===== config.mk =====
export PLATFORM = sky130hd
export DESIGN_NAME = brk_entry_seq
export DESIGN_NICKNAME = d
export VERILOG_FILES = /design/src/rtl/bes_pkg.sv /design/src/rtl/bes_pending.sv /design/src/rtl/bes_vector.sv /design/src/rtl/bes_fsm.sv /design/src/rtl/brk_entry_seq.sv
export SDC_FILE = /design/constraint.sdc
export NUM_CORES = 1
export LEC_CHECK = 0
export BUFFER_PORTS_ARGS = -buffer_cell sky130_fd_sc_hd__buf_4
export CORE_MARGIN = 5
export CORE_UTILIZATION = 51
export CTS_BUF_LIST = sky130_fd_sc_hd__clkbuf_4 sky130_fd_sc_hd__clkbuf_8
export CTS_CLUSTER_SIZE = 16
export DETAILED_ROUTE_END_ITERATION = 8
export GPL_TIMING_DRIVEN = 0
export MAX_ROUTING_LAYER = met4
export PLACE_DENSITY = 0.86
export SYNTH_ARGS = -nofsm -noshare
export SYNTH_HDL_FRONTEND = slang
export SYNTH_SLANG_ARGS = --single-unit
export TNS_END_PERCENT = 1

===== constraint.sdc =====
create_clock -name clk_i -period 3 [get_ports clk_i]
set_input_delay 0.45 -clock clk_i [delete_from_list [all_inputs] [get_ports clk_i]]
set_output_delay 0.45 -clock clk_i [all_outputs]
set_load 0.01 [all_outputs]

===== src/rtl/bes_pkg.sv =====
package bes_pkg;
  typedef enum logic [2:0] {
    ST_IDLE, ST_PUSH_H, ST_PUSH_L, ST_PUSH_P, ST_VEC_L, ST_VEC_H, ST_DONE
  } state_e;

  typedef enum logic [1:0] {SRC_BRK, SRC_IRQ, SRC_NMI, SRC_RST} src_e;

  localparam int unsigned IFLAG_BIT  = 2;
  localparam int unsigned ORIGIN_BIT = 4;
  localparam int unsigned ONE_BIT    = 5;
endpackage


===== src/rtl/bes_pending.sv =====
module bes_pending
  import bes_pkg::*;
(
  input  logic clk_i,
  input  logic rst_ni,
  input  logic irq_i,
  input  logic nmi_ni,
  input  logic reset_req_i,
  input  logic irq_mask_i,
  input  logic take_i,
  input  src_e take_src_i,
  output logic hw_req_o,
  output src_e hw_src_o
);
  logic irq_q, nmi_prev_q, nmi_q, rst_q;
  logic nmi_fall;

  assign nmi_fall = nmi_prev_q & ~nmi_ni;

  always_ff @(posedge clk_i or negedge rst_ni) begin
    if (!rst_ni) begin
      irq_q      <= 1'b0;
      nmi_prev_q <= 1'b1;
      nmi_q      <= 1'b0;
      rst_q      <= 1'b0;
    end else begin
      irq_q      <= irq_i;
      nmi_prev_q <= nmi_ni;
      // a new edge wins over the clear
      if (nmi_fall)                               nmi_q <= 1'b1;
      else if (take_i && take_src_i == SRC_NMI)   nmi_q <= 1'b0;
      if (reset_req_i)                            rst_q <= 1'b1;
      else if (take_i && take_src_i == SRC_RST)   rst_q <= 1'b0;
    end
  end

  always_comb begin
    hw_req_o = 1'b1;
    if (rst_q)                     hw_src_o = SRC_RST;
    else if (nmi_q)                hw_src_o = SRC_NMI;
    else if (irq_q && !irq_mask_i) hw_src_o = SRC_IRQ;
    else begin
      hw_src_o = SRC_BRK;
      hw_req_o = 1'b0;
    end
  end
endmodule


===== src/rtl/bes_vector.sv =====
module bes_vector
  import bes_pkg::*;
#(
  parameter int unsigned ADDR_W = 16
) (
  input  src_e              src_i,
  output logic [ADDR_W-1:0] vec_lo_o,
  output logic [ADDR_W-1:0] vec_hi_o
);
  localparam logic [ADDR_W-1:0] ALL_ONES = '1;

  logic [ADDR_W-1:0] base;

  always_comb begin
    base = ALL_ONES;
    if (src_i == SRC_RST) base[1] = 1'b0;
    if (src_i == SRC_NMI) base[2] = 1'b0;
  end

  assign vec_hi_o = base;
  assign vec_lo_o = {base[ADDR_W-1:1], 1'b0};
endmodule


===== src/rtl/bes_fsm.sv =====
module bes_fsm
  import bes_pkg::*;
#(
  parameter int unsigned DATA_W     = 8,
  parameter logic [7:0]  BRK_OPCODE = 8'h00,
  parameter logic [7:0]  STACK_PAGE = 8'h01,
  localparam int unsigned ADDR_W    = 2 * DATA_W
) (
  input  logic              clk_i,
  input  logic              rst_ni,
  input  logic              boundary_i,
  input  logic [DATA_W-1:0] opcode_i,
  input  logic [ADDR_W-1:0] pc_i,
  input  logic [DATA_W-1:0] status_i,
  input  logic [DATA_W-1:0] sp_i,
  input  logic [DATA_W-1:0] rdata_i,
  input  logic              hw_req_i,
  input  src_e              hw_src_i,
  input  logic [ADDR_W-1:0] vec_lo_i,
  input  logic [ADDR_W-1:0] vec_hi_i,
  output logic              take_o,
  output src_e              src_o,
  output logic [ADDR_W-1:0] addr_o,
  output logic [DATA_W-1:0] wdata_o,
  output logic              we_o,
  output logic              busy_o,
  output logic              done_o,
  output logic [ADDR_W-1:0] new_pc_o,
  output logic [DATA_W-1:0] sp_o,
  output logic [DATA_W-1:0] status_o
);
  state_e            state_q;
  src_e              src_q;
  logic [ADDR_W-1:0] pc_q;
  logic [DATA_W-1:0] status_q, sp_q, pushed_status;
  logic              start, push_we;

  assign start  = (state_q == ST_IDLE) && boundary_i &&
                  (hw_req_i || opcode_i == DATA_W'(BRK_OPCODE));
  assign take_o = start && hw_req_i;

  always_ff @(posedge clk_i or negedge rst_ni) begin
    if (!rst_ni) begin
      state_q  <= ST_IDLE;
      src_q    <= SRC_BRK;
      pc_q     <= '0;
      status_q <= '0;
      sp_q     <= '0;
    end else begin
      unique case (state_q)
        ST_IDLE: if (start) begin
          state_q  <= ST_PUSH_H;
          src_q    <= hw_req_i ? hw_src_i : SRC_BRK;
          // fetched break skips its padding byte
          pc_q     <= hw_req_i ? pc_i : pc_i + ADDR_W'(2);
          status_q <= status_i;
          sp_q     <= sp_i;
        end
        ST_PUSH_H: begin
          sp_q    <= sp_q - DATA_W'(1);
          state_q <= ST_PUSH_L;
        end
        ST_PUSH_L: begin
          sp_q    <= sp_q - DATA_W'(1);
          state_q <= ST_PUSH_P;
        end
        ST_PUSH_P: begin
          sp_q                <= sp_q - DATA_W'(1);
          status_q[IFLAG_BIT] <= 1'b1;
          state_q             <= ST_VEC_L;
        end
        ST_VEC_L: begin
          pc_q[DATA_W-1:0] <= rdata_i;
          state_q          <= ST_VEC_H;
        end
        ST_VEC_H: begin
          pc_q[ADDR_W-1:DATA_W] <= rdata_i;
          state_q               <= ST_DONE;
        end
        default: state_q <= ST_IDLE;
      endcase
    end
  end

  always_comb begin
    pushed_status             = status_q;
    pushed_status[ONE_BIT]    = 1'b1;
    pushed_status[ORIGIN_BIT] = (src_q == SRC_BRK);
  end

  assign push_we = (src_q != SRC_RST);

  always_comb begin
    addr_o  = '0;
    wdata_o = '0;
    we_o    = 1'b0;
    unique case (state_q)
      ST_PUSH_H: begin
        addr_o  = {STACK_PAGE, sp_q};
        wdata_o = pc_q[ADDR_W-1:DATA_W];
        we_o    = push_we;
      end
      ST_PUSH_L: begin
        addr_o  = {STACK_PAGE, sp_q};
        wdata_o = pc_q[DATA_W-1:0];
        we_o    = push_we;
      end
      ST_PUSH_P: begin
        addr_o  = {STACK_PAGE, sp_q};
        wdata_o = pushed_status;
        we_o    = push_we;
      end
      ST_VEC_L: addr_o = vec_lo_i;
      ST_VEC_H: addr_o = vec_hi_i;
      default: ;
    endcase
  end

  assign busy_o   = (state_q != ST_IDLE) && (state_q != ST_DONE);
  assign done_o   = (state_q == ST_DONE);
  assign new_pc_o = pc_q;
  assign sp_o     = sp_q;
  assign status_o = status_q;
  assign src_o    = src_q;
endmodule


===== src/rtl/brk_entry_seq.sv =====
module brk_entry_seq
  import bes_pkg::*;
#(
  parameter int unsigned DATA_W     = 8,
  parameter logic [7:0]  BRK_OPCODE = 8'h00,
  parameter logic [7:0]  STACK_PAGE = 8'h01,
  localparam int unsigned ADDR_W    = 2 * DATA_W
) (
  input  logic              clk_i,
  input  logic              rst_ni,
  input  logic              boundary_i,
  input  logic [DATA_W-1:0] opcode_i,
  input  logic [ADDR_W-1:0] pc_i,
  input  logic [DATA_W-1:0] status_i,
  input  logic [DATA_W-1:0] sp_i,
  input  logic              irq_i,
  input  logic              nmi_ni,
  input  logic              reset_req_i,
  input  logic [DATA_W-1:0] rdata_i,
  output logic [ADDR_W-1:0] addr_o,
  output logic [DATA_W-1:0] wdata_o,
  output logic              we_o,
  output logic              busy_o,
  output logic              done_o,
  output logic [ADDR_W-1:0] new_pc_o,
  output logic [DATA_W-1:0] sp_o,
  output logic [DATA_W-1:0] status_o
);
  logic              hw_req, take;
  src_e              hw_src, src;
  logic [ADDR_W-1:0] vec_lo, vec_hi;

  bes_pending u_pending (
    .clk_i       (clk_i),
    .rst_ni      (rst_ni),
    .irq_i       (irq_i),
    .nmi_ni      (nmi_ni),
    .reset_req_i (reset_req_i),
    .irq_mask_i  (status_i[IFLAG_BIT]),
    .take_i      (take),
    .take_src_i  (hw_src),
    .hw_req_o    (hw_req),
    .hw_src_o    (hw_src)
  );

  bes_vector #(.ADDR_W(ADDR_W)) u_vector (
    .src_i    (src),
    .vec_lo_o (vec_lo),
    .vec_hi_o (vec_hi)
  );

  bes_fsm #(
    .DATA_W     (DATA_W),
    .BRK_OPCODE (BRK_OPCODE),
    .STACK_PAGE (STACK_PAGE)
  ) u_fsm (
    .clk_i      (clk_i),
    .rst_ni     (rst_ni),
    .boundary_i (boundary_i),
    .opcode_i   (opcode_i),
    .pc_i       (pc_i),
    .status_i   (status_i),
    .sp_i       (sp_i),
    .rdata_i    (rdata_i),
    .hw_req_i   (hw_req),
    .hw_src_i   (hw_src),
    .vec_lo_i   (vec_lo),
    .vec_hi_i   (vec_hi),
    .take_o     (take),
    .src_o      (src),
    .addr_o     (addr_o),
    .wdata_o    (wdata_o),
    .we_o       (we_o),
    .busy_o     (busy_o),
    .done_o     (done_o),
    .new_pc_o   (new_pc_o),
    .sp_o       (sp_o),
    .status_o   (status_o)
  );
endmodule


==> results.json <==
{
  "hold_path_class": "in -> async",
  "syn_area_sq_um": 2426,
  "finalClockSkew_ns": 0.007518,
  "synth_cell_type_count": 47,
  "post_drt_wl_per_cell_um": 16.97,
  "cts-root-buf": "clkbuf_8",
  "syn_inst": 282,
  "postRouteAntennaNets": 0,
  "fin_cells": 456,
  "dr.pass1.iters": 5,
  "crit_arrival_ns": 2.29,
  "crit_fanout": 13,
  "grt_pass1_vias": 2636,
  "leakagePower_nw": 1.706,
  "die-area_sq_um": 6236,
  "fmax_mhz": 364.9,
  "num_rows": 25,
  "endpoint_kind": "output port",
  "area_delta_synth_final_pct": 41.46,
  "post_cts_resized": 0,
  "via_per_inst": 5.875,
  "ys_warn_count": 0,
  "die_x_um": 78.97,
  "routabilityCongestion": 0.8891,
  "worst_r2r_path_depth": 7,
  "cts.reportedPaths.clkPinSlew_ns": 0.08,
  "clk_latency_ns": 0.29,
  "critical_path_required_ns": 2.55,
  "fin_crit_sh_pct": 91.35,
  "hold_violations": 0,
  "grt_pass1_wl_um": 12500,
  "dp_cells": 448,
  "drcViolationCount": 0,
  "final_net_count": 457,
  "ys_seq_area_share_pct": 42.34,
  "ios": 113,
  "slew_headroom_pct": 59.01,
  "dr_total_vias": 2679,
  "status": "finished, final reports clean",
  "worstMarginPinSlew_ns": 0.6126,
  "ys_ff_latch": 41,
  "cts-buffers-inserted": 5,
  "vdd_drop_max_mv": 0.4200,
  "clkSinkCount": 41,
  "htreeDepth": 2,
  "max-cap-violations": 0,
  "async_reset_ff_share_pct": 100.0,
  "dp_hpwl_um": 6080,
  "min_period_ns": 2.741,
  "port_buffers": 112,
  "antenna_found_initial": 0,
  "synth_nets": 338,
  "die_y_um": 78.97,
  "grt_max_degree": 42,
  "cts_tree": "yes",
  "finalMaxSlewViolations": 0,
  "cts_post_setup_buffers_inserted": 0,
  "clockBufferDepth": 2,
  "power_density_nw_per_um2": 1035,
  "drive_gt1_share_pct": 36.07,
  "initial_core_util_pct": 52.05,
  "synthFlopType": "dfrtp_1",
  "critical_path_class": "reg -> out",
  "syn_avg_cell_area_sq_um": 8.603,
  "rsz0062_at_grt": "no",
  "synth_edf_count": 0,
  "n_antenna_cell": 0,
  "finalSetupTns_ns": 0,
  "grt.overflow.total": 0,
  "core-area_sq_um": 4661,
  "setup_viol": 0,
  "track_usage_pct": 25.79,
  "cts_hold_buf": 0,
  "whs_ns": 0.1326,
  "worstSetupStartpointType": "register",
  "drt_iter0_drc": 213,
  "routed_wl_um": 7737
}
[cells by family after synthesis]
logic type               after synthesis  share of synthesized area [%]
multiplexers                           8                          3.662
XOR/XNOR                              10                          3.610
buffers and inverters                 29                          5.776
flip-flops                            41                          42.34
AO/OA/AOI/OAI                         66                          18.88
AND/OR/NAND/NOR                      126                          24.70
adder cells (fa/ha/maj)                2                          1.031
[state kept, by name (all words and copies together), names as in the netlist]
| register | count |
|---|---|
| u_fsm.new_pc_o | 16 |
| u_pending.rst_q | 1 |
| u_fsm.sp_o | 8 |
| u_pending.nmi_prev_q | 1 |
| u_fsm.state_q | 3 |
| u_fsm.status_o | 8 |
| u_pending.nmi_q | 1 |
| u_fsm.src_o | 2 |
| u_pending.irq_q | 1 |
[cells in the mapped netlist (all sizes together), types with 2 or more instances]
master | count | area, sq um
nand2b | 2 | 12.51
nor2b | 2 | 12.51
nand3 | 11 | 55.05
inv | 10 | 37.54
nor4 | 3 | 18.77
dfrtp | 40 | 1001
and3 | 5 | 31.28
xnor2 | 2 | 17.52
ha | 2 | 25.02
a221o | 15 | 152.6
nand2 | 50 | 187.7
or2 | 3 | 18.77
xor2 | 8 | 70.07
nand4 | 3 | 18.77
or3 | 7 | 43.79
and4 | 2 | 17.52
nor3 | 4 | 31.28
buf | 10 | 68.81
a21o | 2 | 15.01
nor2 | 29 | 111.4
o21ai | 19 | 95.09
and2 | 2 | 12.52
o22ai | 4 | 25.02
clkbuf | 9 | 33.78
a21oi | 13 | 65.06
a22oi | 7 | 52.55
mux2 | 7 | 78.83
[worst max-delay path, stage by stage, from the launching register on]
cell	delay, ns
dfrtp_1	0.42
inv_1	0.16
nand2_1	0.24
inv_1	0.40
and2_0	0.18
clkbuf_1	0.29
nand2b_1	0.17
buf_4	0.12
[final timing paths]
| path | endpoint | from | slack, ns |
|---|---|---|---|
| worst max register to register | u_fsm.new_pc_o[12]$_DFFE_PN0P_ | u_fsm.state_q[1]$_DFFE_PN0P_ | 0.57 |
| max in group asynchronous | u_pending.nmi_prev_q$_DFF_PN1_ | rst_ni | 2.51 |
| worst min-delay path | u_pending.nmi_q$_DFFE_PN0P_ | rst_ni | 0.13 |
| min in group clk_i | u_pending.irq_q$_DFF_PN0_ | irq_i | 0.27 |
| worst min register to register | u_fsm.status_o[5]$_DFFE_PN0P_ | u_fsm.status_o[5]$_DFFE_PN0P_ | 0.49 |
| worst max-delay path | addr_o[0] | u_fsm.state_q[1]$_DFFE_PN0P_ | 0.26 |
[area by class of cell]
class                   count  area [sq um]
multi-input cells         212          1259
fillers                   373          1229
flip-flops and latches     41          1027
repair buffers            112         840.8
plain buffers              19         102.6
clock buffers               8         97.59
well taps                  54         67.56
inverters                  10         37.54
[metrics by stage]
step | power, mW | cell area [sq um] | utilization [%] | setup WS [ns]
after global placement | 3.079 | 3334 | 71.54 | 0.6600
final | 3.553 | 3432 | 73.64 | 0.2594
after CTS | 3.548 | 3432 | 73.64 | 0.2721
after detailed placement | 3.153 | 3334 | 71.54 | 0.6017
after floorplan | 2.137 | 2426 | - | 1.082
after global routing | 3.791 | 3432 | 73.64 | 0.07612
[power by group]
part           internal (mW)  switching (mW)  total (mW)
logic                   1.03            1.09        2.12
clock network          0.206           0.186       0.392
registers              0.802           0.238        1.04
total                   2.04            1.51        3.55
[per-layer routing]
metal	global-route usage (%)	up-vias	wire, um	part of all wire, %
met5	-	-	0	0
met4	6.357	0	99	1.3
met3	4.762	11	707	9.1
met2	43.43	157	3923	51
met1	32.27	1271	3006	39
li1	-	1240	-	-
[layout by cell type, fill, tap and decap left out, types with 3 or more instances in the layout]
cell type / synthesis / routed
nand4_1: 3 / 3
inv_1: 10 / 10
clkbuf_8: 0 / 6
and3_1: 5 / 5
dfrtp_1: 40 / 40
a21oi_1: 13 / 13
clkbuf_1: 9 / 9
nand2_1: 50 / 50
nor2_1: 28 / 28
mux2_2: 7 / 7
a22oi_1: 7 / 7
xor2_1: 8 / 8
buf_4: 6 / 118
nor4_1: 3 / 3
nor3_1: 3 / 3
o21ai_0: 18 / 18
o22ai_1: 4 / 4
nand3_1: 11 / 11
a221o_1: 13 / 13
or3_1: 7 / 7
Power figures use the tool's default switching activity.
